**src/rtl/pblk_pkg.sv**
```systemverilog
package pblk_pkg;
  localparam int PB_BYTES = 7;

  typedef enum logic [2:0] {
    OP_NOP    = 3'd0,
    OP_SEEK   = 3'd1,
    OP_FMT    = 3'd2,
    OP_RECAL  = 3'd3,
    OP_READ   = 3'd4,
    OP_VERIFY = 3'd5,
    OP_WRITE  = 3'd6,
    OP_WRDEL  = 3'd7
  } opcode_e;

  typedef enum logic [1:0] {
    XF_READ   = 2'd0,
    XF_WRITE  = 2'd1,
    XF_FORMAT = 2'd2
  } xfer_op_e;

  typedef enum logic [2:0] {
    S_IDLE, S_FETCH, S_EVAL, S_XFER, S_REPORT
  } seq_state_e;

  localparam logic [1:0] RT_ERROR = 2'b00;
  localparam logic [1:0] RT_OK    = 2'b10;

  localparam logic [7:0] ERR_NONE      = 8'h00;
  localparam logic [7:0] ERR_NOT_READY = 8'h80;
  localparam logic [7:0] ERR_ADDR      = 8'h08;
  localparam logic [7:0] ERR_WPROT     = 8'h20;

  typedef struct packed {
    logic [7:0]  chan;
    logic [7:0]  instr;
    logic [7:0]  count;
    logic [7:0]  track;
    logic [7:0]  sector;
    logic [15:0] buf_addr;
  } pblk_t;
endpackage

```
**src/rtl/pblk_fetch.sv**
```systemverilog
module pblk_fetch
  import pblk_pkg::*;
#(
  parameter int AW = 16
) (
  input  logic          clk_i,
  input  logic          rst_ni,
  input  logic          start_i,
  input  logic [AW-1:0] base_i,
  output logic          mem_req_o,
  output logic [AW-1:0] mem_addr_o,
  input  logic          mem_valid_i,
  input  logic [7:0]    mem_data_i,
  output logic          done_o,
  output pblk_t         blk_o
);
  localparam int IW = $clog2(PB_BYTES);
  localparam logic [IW-1:0] LAST_IDX = IW'(PB_BYTES - 1);

  logic          active_q;
  logic [IW-1:0] idx_q;
  logic [AW-1:0] base_q;
  logic          done_q;
  logic [7:0]    byte_q [PB_BYTES];

  logic take;
  assign take = active_q && mem_valid_i;

  always_ff @(posedge clk_i or negedge rst_ni) begin
    if (!rst_ni) begin
      active_q <= 1'b0;
      idx_q    <= '0;
      base_q   <= '0;
      done_q   <= 1'b0;
    end else begin
      done_q <= 1'b0;
      if (start_i && !active_q) begin
        active_q <= 1'b1;
        idx_q    <= '0;
        base_q   <= base_i;
      end else if (take) begin
        if (idx_q == LAST_IDX) begin
          active_q <= 1'b0;
          done_q   <= 1'b1;
        end
        idx_q <= idx_q + 1'b1;
      end
    end
  end

  for (genvar b = 0; b < PB_BYTES; b++) begin : g_byte
    always_ff @(posedge clk_i or negedge rst_ni) begin
      if (!rst_ni)                               byte_q[b] <= '0;
      else if (take && idx_q == IW'(b))          byte_q[b] <= mem_data_i;
    end
  end

  assign mem_req_o  = active_q;
  assign mem_addr_o = base_q + AW'(idx_q);
  assign done_o     = done_q;

  assign blk_o.chan     = byte_q[0];
  assign blk_o.instr    = byte_q[1];
  assign blk_o.count    = byte_q[2];
  assign blk_o.track    = byte_q[3];
  assign blk_o.sector   = byte_q[4];
  assign blk_o.buf_addr = {byte_q[6], byte_q[5]};
endmodule

```
**src/rtl/pblk_check.sv**
```systemverilog
module pblk_check
  import pblk_pkg::*;
#(
  parameter int NDRV    = 4,
  parameter int MAX_SEC = 52,
  parameter int MAX_TRK = 76
) (
  input  pblk_t           blk_i,
  input  logic [NDRV-1:0] rdy_i,
  input  logic [NDRV-1:0] wp_i,
  output logic [7:0]      err_o
);
  logic [1:0] drv;
  opcode_e    op;
  logic       drv_rdy, drv_wp, addr_bad, needs_wr;
  logic [8:0] span;

  assign drv  = blk_i.instr[5:4];
  assign op   = opcode_e'(blk_i.instr[2:0]);
  assign span = {1'b0, blk_i.sector} + {1'b0, blk_i.count};

  always_comb begin
    drv_rdy = 1'b0;
    drv_wp  = 1'b0;
    for (int d = 0; d < NDRV; d++) begin
      if (drv == 2'(d)) begin
        drv_rdy = rdy_i[d];
        drv_wp  = wp_i[d];
      end
    end
  end

  assign addr_bad = (op != OP_RECAL) &&
                    ((blk_i.sector == 8'd0) ||
                     (blk_i.sector > 8'(MAX_SEC)) ||
                     (span > 9'(MAX_SEC + 1)) ||
                     (blk_i.track > 8'(MAX_TRK)));

  assign needs_wr = (op == OP_FMT) || (op == OP_WRITE) || (op == OP_WRDEL);

  // fixed priority: ready, address, write protect
  always_comb begin
    if (!drv_rdy)              err_o = ERR_NOT_READY;
    else if (addr_bad)         err_o = ERR_ADDR;
    else if (needs_wr && drv_wp) err_o = ERR_WPROT;
    else                       err_o = ERR_NONE;
  end
endmodule

```
**src/rtl/drive_pos_regs.sv**
```systemverilog
module drive_pos_regs #(
  parameter int NDRV = 4
) (
  input  logic              clk_i,
  input  logic              rst_ni,
  input  logic              upd_i,
  input  logic [1:0]        drv_i,
  input  logic [7:0]        track_i,
  input  logic [7:0]        sector_i,
  output logic [NDRV*8-1:0] track_o,
  output logic [NDRV*8-1:0] sector_o
);
  for (genvar d = 0; d < NDRV; d++) begin : g_drv
    logic [7:0] trk_q, sec_q;
    always_ff @(posedge clk_i or negedge rst_ni) begin
      if (!rst_ni) begin
        trk_q <= '0;
        sec_q <= '0;
      end else if (upd_i && drv_i == 2'(d)) begin
        trk_q <= track_i;
        sec_q <= sector_i;
      end
    end
    assign track_o[d*8 +: 8]  = trk_q;
    assign sector_o[d*8 +: 8] = sec_q;
  end
endmodule

```
**src/rtl/pblk_cmd_seq.sv**
```systemverilog
module pblk_cmd_seq
  import pblk_pkg::*;
#(
  parameter int AW      = 16,
  parameter int NDRV    = 4,
  parameter int MAX_SEC = 52,
  parameter int MAX_TRK = 76
) (
  input  logic              clk_i,
  input  logic              rst_ni,
  input  logic              start_i,
  input  logic [AW-1:0]     pb_addr_i,
  input  logic [NDRV-1:0]   rdy_i,
  input  logic [NDRV-1:0]   wp_i,
  output logic              mem_req_o,
  output logic [AW-1:0]     mem_addr_o,
  input  logic              mem_valid_i,
  input  logic [7:0]        mem_data_i,
  output logic              xfer_start_o,
  output logic [1:0]        xfer_op_o,
  output logic [1:0]        xfer_drive_o,
  output logic              xfer_wide_o,
  output logic [7:0]        xfer_count_o,
  output logic [7:0]        xfer_track_o,
  output logic [7:0]        xfer_sector_o,
  output logic [15:0]       xfer_buf_o,
  input  logic              xfer_done_i,
  output logic              busy_o,
  output logic              done_o,
  output logic              irq_o,
  input  logic              irq_ack_i,
  output logic [1:0]        rtype_o,
  output logic [7:0]        err_o,
  output logic [NDRV*8-1:0] drv_track_o,
  output logic [NDRV*8-1:0] drv_sector_o
);
  seq_state_e state_q, state_d;
  pblk_t      blk;
  logic       fetch_done;
  logic [7:0] chk_err;
  opcode_e    op;
  logic       is_xfer, is_pos, eval_ok;
  logic       finish, fin_error;
  logic [1:0] rtype_q;
  logic [7:0] err_q;
  logic       irq_q;
  logic       pos_upd;

  logic unused_fields;
  assign unused_fields = ^{blk.chan[7:4], blk.chan[2:0], blk.instr[7:6], blk.instr[3]};

  pblk_fetch #(.AW(AW)) u_fetch (
    .clk_i       (clk_i),
    .rst_ni      (rst_ni),
    .start_i     (state_q == S_IDLE && start_i),
    .base_i      (pb_addr_i),
    .mem_req_o   (mem_req_o),
    .mem_addr_o  (mem_addr_o),
    .mem_valid_i (mem_valid_i),
    .mem_data_i  (mem_data_i),
    .done_o      (fetch_done),
    .blk_o       (blk)
  );

  pblk_check #(.NDRV(NDRV), .MAX_SEC(MAX_SEC), .MAX_TRK(MAX_TRK)) u_check (
    .blk_i (blk),
    .rdy_i (rdy_i),
    .wp_i  (wp_i),
    .err_o (chk_err)
  );

  assign op      = opcode_e'(blk.instr[2:0]);
  assign is_xfer = (op == OP_READ) || (op == OP_WRITE) || (op == OP_WRDEL) || (op == OP_FMT);
  assign is_pos  = (op == OP_SEEK) || (op == OP_RECAL);
  assign eval_ok = (state_q == S_EVAL) && (chk_err == ERR_NONE);
  assign pos_upd = eval_ok && is_pos;

  drive_pos_regs #(.NDRV(NDRV)) u_pos (
    .clk_i    (clk_i),
    .rst_ni   (rst_ni),
    .upd_i    (pos_upd),
    .drv_i    (blk.instr[5:4]),
    .track_i  ((op == OP_RECAL) ? 8'd0 : blk.track),
    .sector_i (blk.sector),
    .track_o  (drv_track_o),
    .sector_o (drv_sector_o)
  );

  always_comb begin
    state_d   = state_q;
    finish    = 1'b0;
    fin_error = 1'b0;
    unique case (state_q)
      S_IDLE:   if (start_i) state_d = S_FETCH;
      S_FETCH:  if (fetch_done) state_d = S_EVAL;
      S_EVAL: begin
        if (chk_err != ERR_NONE) begin
          finish    = 1'b1;
          fin_error = 1'b1;
          state_d   = S_REPORT;
        end else if (is_xfer) begin
          state_d = S_XFER;
        end else begin
          finish  = 1'b1;
          state_d = S_REPORT;
        end
      end
      S_XFER: if (xfer_done_i) begin
        finish  = 1'b1;
        state_d = S_REPORT;
      end
      S_REPORT: state_d = S_IDLE;
      default:  state_d = S_IDLE;
    endcase
  end

  always_ff @(posedge clk_i or negedge rst_ni) begin
    if (!rst_ni) begin
      state_q <= S_IDLE;
      rtype_q <= RT_OK;
      err_q   <= ERR_NONE;
      irq_q   <= 1'b0;
    end else begin
      state_q <= state_d;
      if (finish) begin
        rtype_q <= fin_error ? RT_ERROR : RT_OK;
        err_q   <= fin_error ? chk_err : ERR_NONE;
      end
      if (finish)         irq_q <= 1'b1;
      else if (irq_ack_i) irq_q <= 1'b0;
    end
  end

  always_comb begin
    unique case (op)
      OP_READ:  xfer_op_o = XF_READ;
      OP_FMT:   xfer_op_o = XF_FORMAT;
      default:  xfer_op_o = XF_WRITE;
    endcase
  end

  assign xfer_start_o  = eval_ok && is_xfer;
  assign xfer_drive_o  = blk.instr[5:4];
  assign xfer_wide_o   = blk.chan[3];
  assign xfer_count_o  = blk.count;
  assign xfer_track_o  = blk.track;
  assign xfer_sector_o = blk.sector;
  assign xfer_buf_o    = blk.buf_addr;

  assign busy_o  = (state_q != S_IDLE);
  assign done_o  = (state_q == S_REPORT);
  assign irq_o   = irq_q;
  assign rtype_o = rtype_q;
  assign err_o   = err_q;
endmodule

```
**config.mk**
```make
export PLATFORM = sky130hd
export DESIGN_NAME = pblk_cmd_seq
export DESIGN_NICKNAME = d
export VERILOG_FILES = /design/src/rtl/pblk_pkg.sv /design/src/rtl/pblk_fetch.sv /design/src/rtl/pblk_check.sv /design/src/rtl/drive_pos_regs.sv /design/src/rtl/pblk_cmd_seq.sv
export SDC_FILE = /design/constraint.sdc
export NUM_CORES = 1
export LEC_CHECK = 0
export BUFFER_PORTS_ARGS = -buffer_cell sky130_fd_sc_hd__buf_4
export CAP_MARGIN = 0
export CORE_UTILIZATION = 35
export CTS_CLUSTER_DIAMETER = 50
export DETAILED_ROUTE_END_ITERATION = 12
export GPL_ROUTABILITY_DRIVEN = 0
export PLACE_DENSITY = 0.64
export SLEW_MARGIN = 0
export SYNTH_ARGS = -nofsm -noshare
export SYNTH_HDL_FRONTEND = slang
export SYNTH_SLANG_ARGS = --single-unit
```
**constraint.sdc**
```tcl
create_clock -name clk_i -period 3.9 [get_ports clk_i]
set_clock_uncertainty 0.1 [all_clocks]
set_input_delay 0 -clock clk_i [delete_from_list [all_inputs] [get_ports clk_i]]
set_output_delay 0 -clock clk_i [all_outputs]
set_load 0.01 [all_outputs]
```
==> reports/qor.yml <==
ios: 178
yosysWarnings: 0
netlist_area_um2: 6650
wl_mm: 15.9
num_rows: 50
vias: 4521
dpl.hpwl_mm: 11.3
r2r_setup_slack_ns: 0.13
first_pass_iters: 4
p_leak_nw: 4.41
start_kind: "flip-flop"
hold_depth: 5
path_clk_slew_ns: 0.06
outcome: "finished, final reports clean"
ant_nets: 0
drv_cap: 0
hold_class: "in -> reg"
routed_via_density: 4.87
drive_above_1_share_pct: 49.1
synth_async_sr_flop_share_pct: 100
fin_crit_sh_pct: 96.6
synth-seq-cells: 139
clk_latency_ns: 0.41
grt_pass1_vias: 4794
synth.most_common_cell: "dfrtp_1"
portBuffers: 171
yosysTopAreaCellShare_pct: 51.9
cts-buffers-inserted: 17
cts.path.max_buffers: 2
hold_violations: 0
cts_tree: "yes"
place_inst: 866
seq_area_um2: 3480
critPathRequiredTime_ns: 4.10
core-area_um2: 18600
criticalPathCategory: "reg -> reg"
timing.fmax_mhz: 266
r2r-start: "u_fetch.blk_o[32]"
synth_top_area_cell: "dfrtp_1"
wl_per_cell_um: 17.1
die_x_um: 140
reg2reg_to: "u_pos.g_drv[0].sec_q[5]"
remaining_drc_errors: 0
min_period_ns: 3.77
synthFlopType: "dfrtp_1"
maxSlewViolCount: 0
area.growth.synth_to_final_pct: 32.3
finalSetupTns_ns: 0
start_util_pct: 35.7
min_from: "wp_i[2]"
finalNonFillerCells: 929
grt_use_total_pct: 17.2
multi_input_area_um2: 2670
htreeDepth: 4
startpoint: "u_fetch.blk_o[32]"
dr.first_iter.drc_count: 131
grt_antenna_before_repair: 0
pre_cts_slack_ns: 0.123
min_to: "rtype_o[1]"
nets: 738
final_core_util_pct: 47.2
rsz0062_at_grt: "no"
setup_ws_ns: 0.134
p_per_area_nw_per_um2: 712
cts_root_buf: "clkbuf_16"
setup_violations: 0
synth_edf_count: 0
grt_max_degree: 113
die_h_um: 140
r2r_cells: 11
syn_avg_cell_area_um2: 13.1
grt_pass1_wl_mm: 25.9
irDropWorstVdd_mv: 0.429
end_kind: "flip-flop"
clock-sinks: 139
antenna_cells: 0
post_synth_num_cell_types: 54
tightest_slew_ns: 1.06
arrival_ns: 3.96
yosysSeqAreaShare_pct: 52.3
fill_cells: 1672
post_cts_buffers: 0
overflow: 0
crit_fanout: 16
relSlewSlack_pct: 29.3
synth.area.top_cells: "dfrtp_1 (52%), mux2_2 (18%), buf_4 (5.4%), mux2_4 (4.1%), ha_1 (3.0%)"
dieArea_um2: 19600
synthCells: 509
synth.top_cells.by_count: "dfrtp_1 (138), mux2_2 (105), buf_4 (48)"
-- area by class of cell --
class | count | area share (%)
Multi-Input combinational cell | 292 | 30.3
Tap cell | 234 | 3.33
Timing Repair Buffer | 210 | 18.8
Clock buffer | 20 | 5.19
Clock inverter | 12 | 1.83
Inverter | 22 | 0.939
Sequential cell | 139 | 39.6
-- sequential cells by signal, summed over array words and instances, names as in the netlist --
register and cells:
u_fetch.done_o 1, irq_o 1, u_fetch.base_q 16, u_pos.g_drv.trk_q 32, u_fetch.blk_o 46, err_o 3
u_pos.g_drv.sec_q 32, rtype_o 1, u_fetch.idx_q 3, state_q 3, u_fetch.mem_req_o 1
-- how the worst max path moves through the flow --
| stage | endpoint | depth (start not counted) |
|---|---|---|
| 6_report | u_pos.g_drv[0].sec_q[5] | 11 |
| 5_1_grt | u_pos.g_drv[0].sec_q[0] | 11 |
| 4_1_cts | u_pos.g_drv[3].trk_q[0] | 11 |
| 3_5_place_dp | u_pos.g_drv[3].sec_q[4] | 11 |
| 3_3_place_gp | u_pos.g_drv[3].sec_q[2] | 11 |
| 2_1_floorplan | u_pos.g_drv[0].sec_q[6] | 12 |
-- through the flow --
step | power [mW] | hold WS [ns] | cell area [um2]
floorplan | 3.79 | -0.396 | 6670
global placement | 4.48 | 0.0928 | 7870
detailed placement | 4.57 | 0.120 | 7870
CTS | 6.32 | 0.121 | 8790
global route | 6.66 | 0.140 | 8800
finish | 6.26 | 0.140 | 8800
-- per-layer routing --
| layer | GRT usage [%] | up-vias | part of all wire, % |
|---|---|---|---|
| met1 | 21.0 | 2262 | 43 |
| met2 | 28.7 | 151 | 50 |
| li1 | - | 2083 | - |
| met3 | 5.02 | 25 | 5.2 |
| met4 | 6.65 | 0 | 2.0 |
| met5 | 0 | - | 0 |
-- worst max-delay path, stage by stage (launching register included) --
cell	delay [ns]
dfrtp_1	0.38
ha_1	0.18
inv_1	0.06
fa_1	0.40
nand2b_1	0.18
a211oi_1	0.36
mux2i_1	0.12
or3_1	0.38
a311o_1	0.37
a2111oi_4	0.38
buf_4	0.35
mux2_2	0.38
-- placed cells by master (no fill, tap or decap), drive strengths merged, types with 6 or more instances in the layout --
master,netlist,final
buf,55,179
dfrtp,138,138
mux2,123,123
dlygate4sd3,0,31
inv,21,24
nand2,20,20
clkbuf,6,20
ha,16,16
nor2,14,14
nand3,12,12
xnor2,12,12
and2,10,10
o21ai,9,9
a21oi,8,8
nor3,7,7
conb,1,6
-- report_power, final --
part / switching (mW) / leakage [nW] / internal [mW]
registers: 0.418 / 1.82 / 1.82
logic: 1.11 / 2.29 / 1.24
clock network: 0.632 / 0.294 / 1.05
total: 2.16 / 4.41 / 4.10
-- repair_timing --
item	CTS	global route
hold buffers	31	0
setup endpoints to repair	0	15
hold endpoints to repair	179	0
resized for setup	0	1
-- cell families (layout without fill, tap and decap cells) --
| kind of cell | Yosys count | count (layout) | synth area share [%] |
|---|---|---|---|
| adders and majority gates | 18 | 18 | 3.61 |
| other | 1 | 6 | 0.0564 |
| and+or+nand+nor | 83 | 83 | 6.34 |
| AOI/OAI and AO/OA | 43 | 43 | 4.99 |
| buffers and inverters | 83 | 264 | 7.90 |
| DFF | 139 | 139 | 52.3 |
| xor gates and xnor gates | 16 | 16 | 2.11 |
| muxes | 126 | 126 | 22.7 |
Note: power is estimated with default switching activity, not from simulation.
